### src/rtl/tlbinv_pkg.sv
package tlbinv_pkg;

  typedef enum logic [1:0] {
    RG_EL10 = 2'd0,
    RG_EL2  = 2'd1,
    RG_EL20 = 2'd2,
    RG_EL3  = 2'd3
  } regime_e;

  typedef enum logic [1:0] {
    AC_NONE  = 2'd0,
    AC_UNDEF = 2'd1,
    AC_TRAP  = 2'd2,
    AC_EXEC  = 2'd3
  } access_e;

  typedef struct packed {
    logic    valid;
    logic    stage2;
    regime_e regime;
    logic    secure;
  } tag_t;

  localparam logic [1:0] ENC_OP0 = 2'b01;
  localparam logic [2:0] ENC_OP1 = 3'b100;
  localparam logic [3:0] ENC_CRN = 4'b1000;
  localparam logic [3:0] ENC_CRM = 4'b0001;
  localparam logic [2:0] ENC_OP2 = 3'b000;

  localparam logic [5:0] EC_SYSINSN_TRAP = 6'h18;

endpackage

### src/rtl/tlbinv_access.sv
module tlbinv_access
  import tlbinv_pkg::*;
(
  input  logic       req_i,
  input  logic [1:0] op0_i,
  input  logic [2:0] op1_i,
  input  logic [3:0] crn_i,
  input  logic [3:0] crm_i,
  input  logic [2:0] op2_i,
  input  logic [1:0] el_i,
  input  logic       el2_en_i,
  input  logic       nv_i,
  input  logic       feat_i,
  output access_e    acc_o
);

  logic enc_hit;

  assign enc_hit = (op0_i == ENC_OP0) && (op1_i == ENC_OP1) &&
                   (crn_i == ENC_CRN) && (crm_i == ENC_CRM) &&
                   (op2_i == ENC_OP2);

  always_comb begin
    acc_o = AC_NONE;
    if (req_i) begin
      if (!enc_hit || !feat_i) begin
        acc_o = AC_UNDEF;
      end else begin
        unique case (el_i)
          2'd0: acc_o = AC_UNDEF;
          2'd1: acc_o = (el2_en_i && nv_i) ? AC_TRAP : AC_UNDEF;
          2'd2: acc_o = AC_EXEC;
          2'd3: acc_o = el2_en_i ? AC_EXEC : AC_UNDEF;
          default: acc_o = AC_UNDEF;
        endcase
      end
    end
  end

endmodule

### src/rtl/tlbinv_sweep.sv
module tlbinv_sweep #(
  parameter int ENTRIES = 8,
  localparam int IW = (ENTRIES > 1) ? $clog2(ENTRIES) : 1
) (
  input  logic          clk,
  input  logic          rst_n,
  input  logic          start_i,
  output logic          busy_o,
  output logic [IW-1:0] idx_o,
  output logic          done_o
);

  localparam logic [IW-1:0] LAST_IDX = IW'(ENTRIES - 1);

  logic          run_q, run_d;
  logic [IW-1:0] idx_q, idx_d;
  logic          done_q, done_d;

  always_comb begin
    run_d  = run_q;
    idx_d  = idx_q;
    done_d = 1'b0;
    if (!run_q) begin
      if (start_i) begin
        run_d = 1'b1;
        idx_d = '0;
      end
    end else if (idx_q == LAST_IDX) begin
      run_d  = 1'b0;
      done_d = 1'b1;
    end else begin
      idx_d = idx_q + 1'b1;
    end
  end

  always_ff @(posedge clk or negedge rst_n) begin
    if (!rst_n) begin
      run_q  <= 1'b0;
      idx_q  <= '0;
      done_q <= 1'b0;
    end else begin
      run_q  <= run_d;
      idx_q  <= idx_d;
      done_q <= done_d;
    end
  end

  assign busy_o = run_q;
  assign idx_o  = idx_q;
  assign done_o = done_q;

endmodule

### src/rtl/tlbinv_tags.sv
module tlbinv_tags
  import tlbinv_pkg::*;
#(
  parameter int ENTRIES = 8,
  localparam int IW = (ENTRIES > 1) ? $clog2(ENTRIES) : 1
) (
  input  logic               clk,
  input  logic               rst_n,
  input  logic               fill_en_i,
  input  logic [IW-1:0]      fill_idx_i,
  input  tag_t               fill_tag_i,
  input  logic               sweep_act_i,
  input  logic [IW-1:0]      sweep_idx_i,
  input  logic               sweep_ns_i,
  output logic [ENTRIES-1:0] clr_o,
  output logic [ENTRIES-1:0] valid_o
);

  for (genvar g = 0; g < ENTRIES; g++) begin : g_entry
    tag_t tag_q, tag_d;
    logic here, regime_hit, sec_hit, wr;

    assign here       = sweep_act_i && (sweep_idx_i == IW'(g));
    assign regime_hit = (tag_q.regime == RG_EL2) || (tag_q.regime == RG_EL20);
    assign sec_hit    = (tag_q.secure == !sweep_ns_i);
    assign clr_o[g]   = here && tag_q.valid && !tag_q.stage2 && regime_hit && sec_hit;
    assign wr         = fill_en_i && (fill_idx_i == IW'(g));

    always_comb begin
      tag_d = tag_q;
      if (clr_o[g]) begin
        tag_d.valid = 1'b0;
      end
      if (wr) begin
        tag_d       = fill_tag_i;
        tag_d.valid = 1'b1;
      end
    end

    always_ff @(posedge clk or negedge rst_n) begin
      if (!rst_n) begin
        tag_q <= '0;
      end else if (wr || clr_o[g]) begin
        tag_q <= tag_d;
      end
    end

    assign valid_o[g] = tag_q.valid;
  end

endmodule

### src/rtl/tlbinv_bcast.sv
module tlbinv_bcast (
  input  logic clk,
  input  logic rst_n,
  input  logic set_i,
  input  logic ack_i,
  output logic req_o
);

  logic req_q, req_d;

  always_comb begin
    req_d = req_q;
    if (set_i) begin
      req_d = 1'b1;
    end else if (ack_i) begin
      req_d = 1'b0;
    end
  end

  always_ff @(posedge clk or negedge rst_n) begin
    if (!rst_n) begin
      req_q <= 1'b0;
    end else begin
      req_q <= req_d;
    end
  end

  assign req_o = req_q;

endmodule

### src/rtl/tlbinv_top.sv
module tlbinv_top
  import tlbinv_pkg::*;
#(
  parameter int ENTRIES = 8,
  localparam int IW = (ENTRIES > 1) ? $clog2(ENTRIES) : 1
) (
  input  logic               clk,
  input  logic               rst_n,
  input  logic               req_valid,
  input  logic [1:0]         op0,
  input  logic [2:0]         op1,
  input  logic [3:0]         crn,
  input  logic [3:0]         crm,
  input  logic [2:0]         op2,
  input  logic [1:0]         cur_el,
  input  logic               el2_en,
  input  logic               ns,
  input  logic               nv,
  input  logic               feat_impl,
  input  logic               fill_en,
  input  logic [IW-1:0]      fill_idx,
  input  logic               fill_stage2,
  input  logic [1:0]         fill_regime,
  input  logic               fill_secure,
  input  logic               bcast_ack,
  output logic               undef_o,
  output logic               trap_o,
  output logic [5:0]         trap_ec,
  output logic               busy,
  output logic               done,
  output logic [ENTRIES-1:0] clr_vec,
  output logic [ENTRIES-1:0] valid_vec,
  output logic               bcast_req
);

  logic          busy_w;
  logic          req_gated;
  logic          accept;
  access_e       acc;
  logic [IW-1:0] sweep_idx;
  tag_t          fill_tag;

  logic undef_q, undef_d;
  logic trap_q, trap_d;
  logic ns_q, ns_d;

  assign req_gated = req_valid && !busy_w;

  tlbinv_access u_access (
    .req_i    (req_gated),
    .op0_i    (op0),
    .op1_i    (op1),
    .crn_i    (crn),
    .crm_i    (crm),
    .op2_i    (op2),
    .el_i     (cur_el),
    .el2_en_i (el2_en),
    .nv_i     (nv),
    .feat_i   (feat_impl),
    .acc_o    (acc)
  );

  assign accept = (acc == AC_EXEC);

  always_comb begin
    undef_d = (acc == AC_UNDEF);
    trap_d  = (acc == AC_TRAP);
    ns_d    = accept ? ns : ns_q;
  end

  always_ff @(posedge clk or negedge rst_n) begin
    if (!rst_n) begin
      undef_q <= 1'b0;
      trap_q  <= 1'b0;
      ns_q    <= 1'b0;
    end else begin
      undef_q <= undef_d;
      trap_q  <= trap_d;
      ns_q    <= ns_d;
    end
  end

  tlbinv_sweep #(.ENTRIES(ENTRIES)) u_sweep (
    .clk     (clk),
    .rst_n   (rst_n),
    .start_i (accept),
    .busy_o  (busy_w),
    .idx_o   (sweep_idx),
    .done_o  (done)
  );

  always_comb begin
    fill_tag        = '0;
    fill_tag.valid  = 1'b1;
    fill_tag.stage2 = fill_stage2;
    fill_tag.regime = regime_e'(fill_regime);
    fill_tag.secure = fill_secure;
  end

  tlbinv_tags #(.ENTRIES(ENTRIES)) u_tags (
    .clk         (clk),
    .rst_n       (rst_n),
    .fill_en_i   (fill_en),
    .fill_idx_i  (fill_idx),
    .fill_tag_i  (fill_tag),
    .sweep_act_i (busy_w),
    .sweep_idx_i (sweep_idx),
    .sweep_ns_i  (ns_q),
    .clr_o       (clr_vec),
    .valid_o     (valid_vec)
  );

  tlbinv_bcast u_bcast (
    .clk   (clk),
    .rst_n (rst_n),
    .set_i (accept),
    .ack_i (bcast_ack),
    .req_o (bcast_req)
  );

  assign busy    = busy_w;
  assign undef_o = undef_q;
  assign trap_o  = trap_q;
  assign trap_ec = trap_q ? EC_SYSINSN_TRAP : 6'h00;

endmodule

### config.mk
export PLATFORM = sky130hd
export DESIGN_NAME = tlbinv_top
export DESIGN_NICKNAME = d
export VERILOG_FILES = /design/src/rtl/tlbinv_pkg.sv /design/src/rtl/tlbinv_access.sv /design/src/rtl/tlbinv_sweep.sv /design/src/rtl/tlbinv_tags.sv /design/src/rtl/tlbinv_bcast.sv /design/src/rtl/tlbinv_top.sv
export SDC_FILE = /design/constraint.sdc
export NUM_CORES = 1
export LEC_CHECK = 0
export ABC_CLOCK_PERIOD_IN_PS = 1700
export BUFFER_PORTS_ARGS = -buffer_cell sky130_fd_sc_hd__buf_4
export CAP_MARGIN = 20
export CORE_UTILIZATION = 48
export DETAILED_ROUTE_END_ITERATION = 6
export GPL_TIMING_DRIVEN = 0
export PLACE_DENSITY = 0.88
export SETUP_SLACK_MARGIN = 0.1
export SYNTH_ARGS = -nofsm -noshare
export SYNTH_HDL_FRONTEND = slang
export SYNTH_HIERARCHICAL = 1
export SYNTH_SLANG_ARGS = --single-unit
### constraint.sdc
create_clock -name clk -period 1.7 [get_ports clk]
set_clock_uncertainty 0.05 [all_clocks]
set_input_delay 0.17 -clock clk [delete_from_list [all_inputs] [get_ports clk]]
set_output_delay 0.17 -clock clk [all_outputs]
set_load 0.01 [all_outputs]
# == Yosys cells after proc, flatten, opt, wreduce, memory -nomap -nowiden ==
# Cells that the tools add are included.
# op_classes
add_sub_neg,1
n_eq_ne,49
mux,32
n_reduce_logical,114
# op_table
operator,n
1-bit logical AND,54
5-bit two-way mux,9
2-bit AND reduction,17
"3-bit equality test, second input constant",9
"2-bit equality test, second input constant",12
"2-bit by 1-bit equality test with 1-bit output, second input constant",11
2-bit nonzero test,10
1-bit logical OR,17
1-bit two-way mux,15
"3-bit by 2-bit equality test with 1-bit output, second input constant",4
1-bit zero test,12
3-bit zero test,3
3-bit two-way mux,3
1-bit equality test,8
2-bit two-way mux,4
2-bit case mux with 4 select lines,1
"3-bit by 1-bit equality test with 1-bit output, second input constant",2
"4-bit by 1-bit equality test with 1-bit output, second input constant",1
"4-bit equality test, second input constant",1
"3-bit by 1-bit adder with 3-bit output, second input constant",1
2-bit zero test,1
"2-bit inequality test, second input constant",1
# word_totals
regBits,49
in_bits,34
output_inout_bits,27
elab_cells,235

# == Depth between registers and ports, before layout ==
# logic_depth
word_depth,12
depth_mapped,6
depth_no_buf,6

# == Modules after synthesis ==
# The synthesis kept the hierarchy.
# modules_own_cells
module,n_inst,cells_per_inst,area_each_um2,seq_area_each_um2
tlbinv_tags,1,149,1914.3,1001.0
tlbinv_sweep,1,19,245.2,125.1
tlbinv_top,1,16,171.4,75.1
tlbinv_access,1,12,87.6,0.0
tlbinv_bcast,1,3,36.3,25.0

# == Worst setup path before layout ==
# No wires, ideal clock.
# synth_path
path_type,reg-to-reg
from,"reg u_sweep.run_q, in the netlist u_sweep/busy_o"
to,reg ns_q
setup_ps,125
arrival_ps,1502
required_time_ps,1525
path_slack_ps,23
path_stages_with_launch,6
path_buffers,0
period_less_slack_ps,1677
cell_sequence,dfrtp_1 -> nor2b_1 -> o21ai_0 -> nor4_1 -> and2_4 -> mux2_4
# synth_between
elab_chain_cells,4
# synth_lines
item,line,rtl
start: declaration,tlbinv_sweep.sv:15,"logic run_q, run_d;"
start signal: assignment,tlbinv_sweep.sv:42,run_q <= run_d;
1-bit zero test,n/a,
1-bit logical AND,tlbinv_top.sv:47,assign req_gated = req_valid && !busy_w;
via req_gated,tlbinv_top.sv:37,logic req_gated;
2-bit two-way mux,tlbinv_access.sv:25,if (req_i) begin
via acc[1],tlbinv_top.sv:39,access_e acc;
2-bit equality test,tlbinv_top.sv:63,assign accept = (acc == AC_EXEC);
via accept,tlbinv_top.sv:38,logic accept;
end signal: assignment,tlbinv_top.sv:79,ns_q <= ns_d;
end: declaration,tlbinv_top.sv:45,"logic ns_q, ns_d;"
# The timed path passes the listed nets, and every way through them passes these cells.
# A chain may end at the register's enable or synchronous reset.

# == Worst setup path after layout ==
# layout_path
from,"reg u_sweep.idx_q[2], in the netlist u_sweep/idx_o[2]"
to,out clr_vec[1]
# layout_between
elab_chain_cells,6
# layout_lines
item,line,rtl
start: declaration,tlbinv_sweep.sv:16,"logic [IW-1:0] idx_q, idx_d;"
start signal: assignment,tlbinv_sweep.sv:43,idx_q <= idx_d;
3-bit by 1-bit equality test with 1-bit output,tlbinv_tags.sv:23,assign here = sweep_act_i && (sweep_idx_i == IW'(g));
1-bit logical AND,tlbinv_tags.sv:23,
1-bit logical AND (4 in a row),tlbinv_tags.sv:26,assign clr_o[g] = here && tag_q.valid && !tag_q.stage2 && regime_hit && sec_hit;
end: declaration,tlbinv_top.sv:31,"output logic [ENTRIES-1:0] clr_vec,"
# No other way between the ends.

==> impl_metrics.csv <==
group,metric,value,unit
outcome,outcome,"complete, but fails checks",
outcome,violations,"negative setup slack",
final_layout,multi_input_area,1174,um2
sta,finalMaxSlewViolations,0,
power,p_leak,1.566,nW
die,initial_core_util,50.88,%
final_layout,layout_common_cells,"78 x buf_4, 45 x dfrtp_1, 33 x mux2_2",
min_path,min_path_type,"in2reg",
place,gp_congestion,0.7703,
sta,relSlewSlack,57.09,%
final_layout,final_common_cell,"buf_4",
final_layout,n_antenna_cell,0,
sta,worst_slack,-0.2885,ns
place,dp_slack,-0.1529,ns
routing,wire_per_inst,15.52,um
final_layout,nNetsFinal,318,
grt,grt_max_degree,50,
final_layout,final_cells,350,
clock_tree,numClockSinks,49,
setup_path,end_kind,"primary output",
clock_tree,clock_path_buffers,2,
final_layout,drive_gt1_share,56.89,%
routing,routed_wl,5432,um
setup_path,cp_slowest_cell,"dfrtp_2",
sta,period_minus_slack,1.989,ns
grt,grt_pass1_vias,1808,
setup_path,cp_top_family,"simple AND/OR/NAND/NOR gates",
final_layout,design_area,3336,um2
power,p_per_area,798.2,nW/um2
grt,grt-ovfl-total,0,
logic_synthesis,synth_cells,198,
final_layout,seqCellArea,1231,um2
sta,rsz0062_at_grt,"true",
sta,setup_violations,14,
sta,fmax,0.5029,GHz
place,place_area,2977,um2
routing,drc,0,
sta,worst_pin_slew,0.6387,ns
setup_path,crit_chain,"or3b_1, or4_4, nor2_2, buf_4",
power,p_sw_share,27.10,%
die,io_pins,61,
grt,grt_pass1_wl,8431,um
sta,final.setup.tns,-2.523,ns
grt,antenna_found_initial,0,
die,die_w,73.46,um
power,p_clk_share,26.8,%
power,power_frac_seq,55.1,%
clock_tree,clk_pin_slew,0.10,ns
setup_path,startpoint_type,"register",
clock_tree,clock_latency,0.31,ns
run,cap_violations,0,
power,max-vdd-ir-drop,0.4615,mV
clock_tree,cts_tree,"yes",
sta,hold_viol_final,0,
place,place_hpwl,3437,um
logic_synthesis,yosys_warnings,6,
power,power_switching,0.0007216,W
setup_path,r2r_slack,-0.28,ns
die,fp.dieH,73.46,um
logic_synthesis,avgSynthCellArea,12.38,um2
die,rows,25,
setup_path,cpPeakStageDelay,0.45,ns
routing,antenna_left,0,
clock_tree,cts_buffers,5,
grt,grtUsageTotal,20.93,%
routing,first_pass_iters,4,
final_layout,utilization,69.25,%
place,io_buffers,56,
clock_tree,htreeDepth,2,
routing,via_per_inst,5.143,
power,combPwrFrac,18.1,%
place,dp_cells,324,
routing,drt_iter0_markers,94,
routing,vias,1800,
die,coreArea,4817,um2
final_layout,syn_to_final_growth,36.09,%
setup_path,arrival,1.77,ns
setup_path,worstPathBufferInverterCount,1,
setup_path,critPathMaxFanout,3,
setup_path,crit_type,"reg2out",
logic_synthesis,mappedNetlistArea,2451,um2
setup_path,crit_required,1.48,ns
die,die_area,5396,um2
final_layout,fill_cells,369,
power,p_int,0.001941,W
clock_tree,root_buffer,"clkbuf_8",
sta,fin_crit_sh,117.0,%
[metal layers]
metal  vias up  routed length (um)  GRT usage (%)
met3         6                 210          3.841
li1        846                   -              -
met1       905                2224          24.73
met4         0                  65          5.769
met2        43                2931          38.63
met5         -                   0              0
[flip-flops by register name (all words and copies together) (netlist names)]
| register | count |
|---|---|
| u_tags/valid_o | 8 |
| u_bcast/req_o | 1 |
| u_sweep/done_o | 1 |
| undef_o | 1 |
| trap_o | 1 |
| u_sweep/idx_o | 3 |
| u_sweep/busy_o | 1 |
| ns_q | 1 |
| u_tags/g_entry.tag_q | 32 |
[power groups by stage]
stage / clock (W) / combinational (W) / sequential (W)
after global routing: 0.000771 / 0.000527 / 0.00149
after floorplan: 0 / 0.000303 / 0.00145
after global placement: 0 / 0.000435 / 0.00146
after detailed placement: 0 / 0.000455 / 0.00148
after CTS: 0.000730 / 0.000466 / 0.00145
final: 0.000714 / 0.000483 / 0.00147
[timing repair]
item / in CTS / in global routing
pin swaps: 10 / 10
hold buffers: 1 / 0
buffers inserted: 14 / 7
hold endpoints to repair: 49 / 0
endpoints found under the setup margin: 16 / 18
resized for setup: 16 / 16
[worst paths after layout]
kind                                              start                       endpoint  cells past startpoint
setup / recovery           u_sweep/idx_o[2]$_DFFE_PN0P_                     clr_vec[1]                      4
hold / removal                                       ns               ns_q$_DFFE_PN0N_                      2
setup reg to reg               u_sweep/busy_o$_DFF_PN0_               ns_q$_DFFE_PN0N_                      9
hold reg to reg               u_bcast/req_o$_DFFE_PN0P_      u_bcast/req_o$_DFFE_PN0P_                      1
max in group asynchronous                         rst_n   u_sweep/idx_o[0]$_DFFE_PN0P_                      2
min in group asynchronous                         rst_n  u_tags/valid_o[3]$_DFFE_PN0P_                      2
[final cells by class]
class | count | share of cell area (%)
sequential | 49 | 36.91
inverter | 11 | 1.238
timing repair buffer | 74 | 17.74
clock buffer | 5 | 2.063
multi-input combinational | 125 | 35.18
buffer | 16 | 3.601
clock inverter | 3 | 0.7502
tap | 67 | 2.513
[through the flow]
step                      total power, W  hold WS (ns)
after floorplan                 0.001751       -0.1756
after global placement          0.001896        0.1702
after detailed placement        0.001932        0.1726
after CTS                       0.002650       0.03139
after global routing            0.002785       0.02704
final                           0.002662       0.03735
Note: power is estimated with default switching activity, not from simulation.
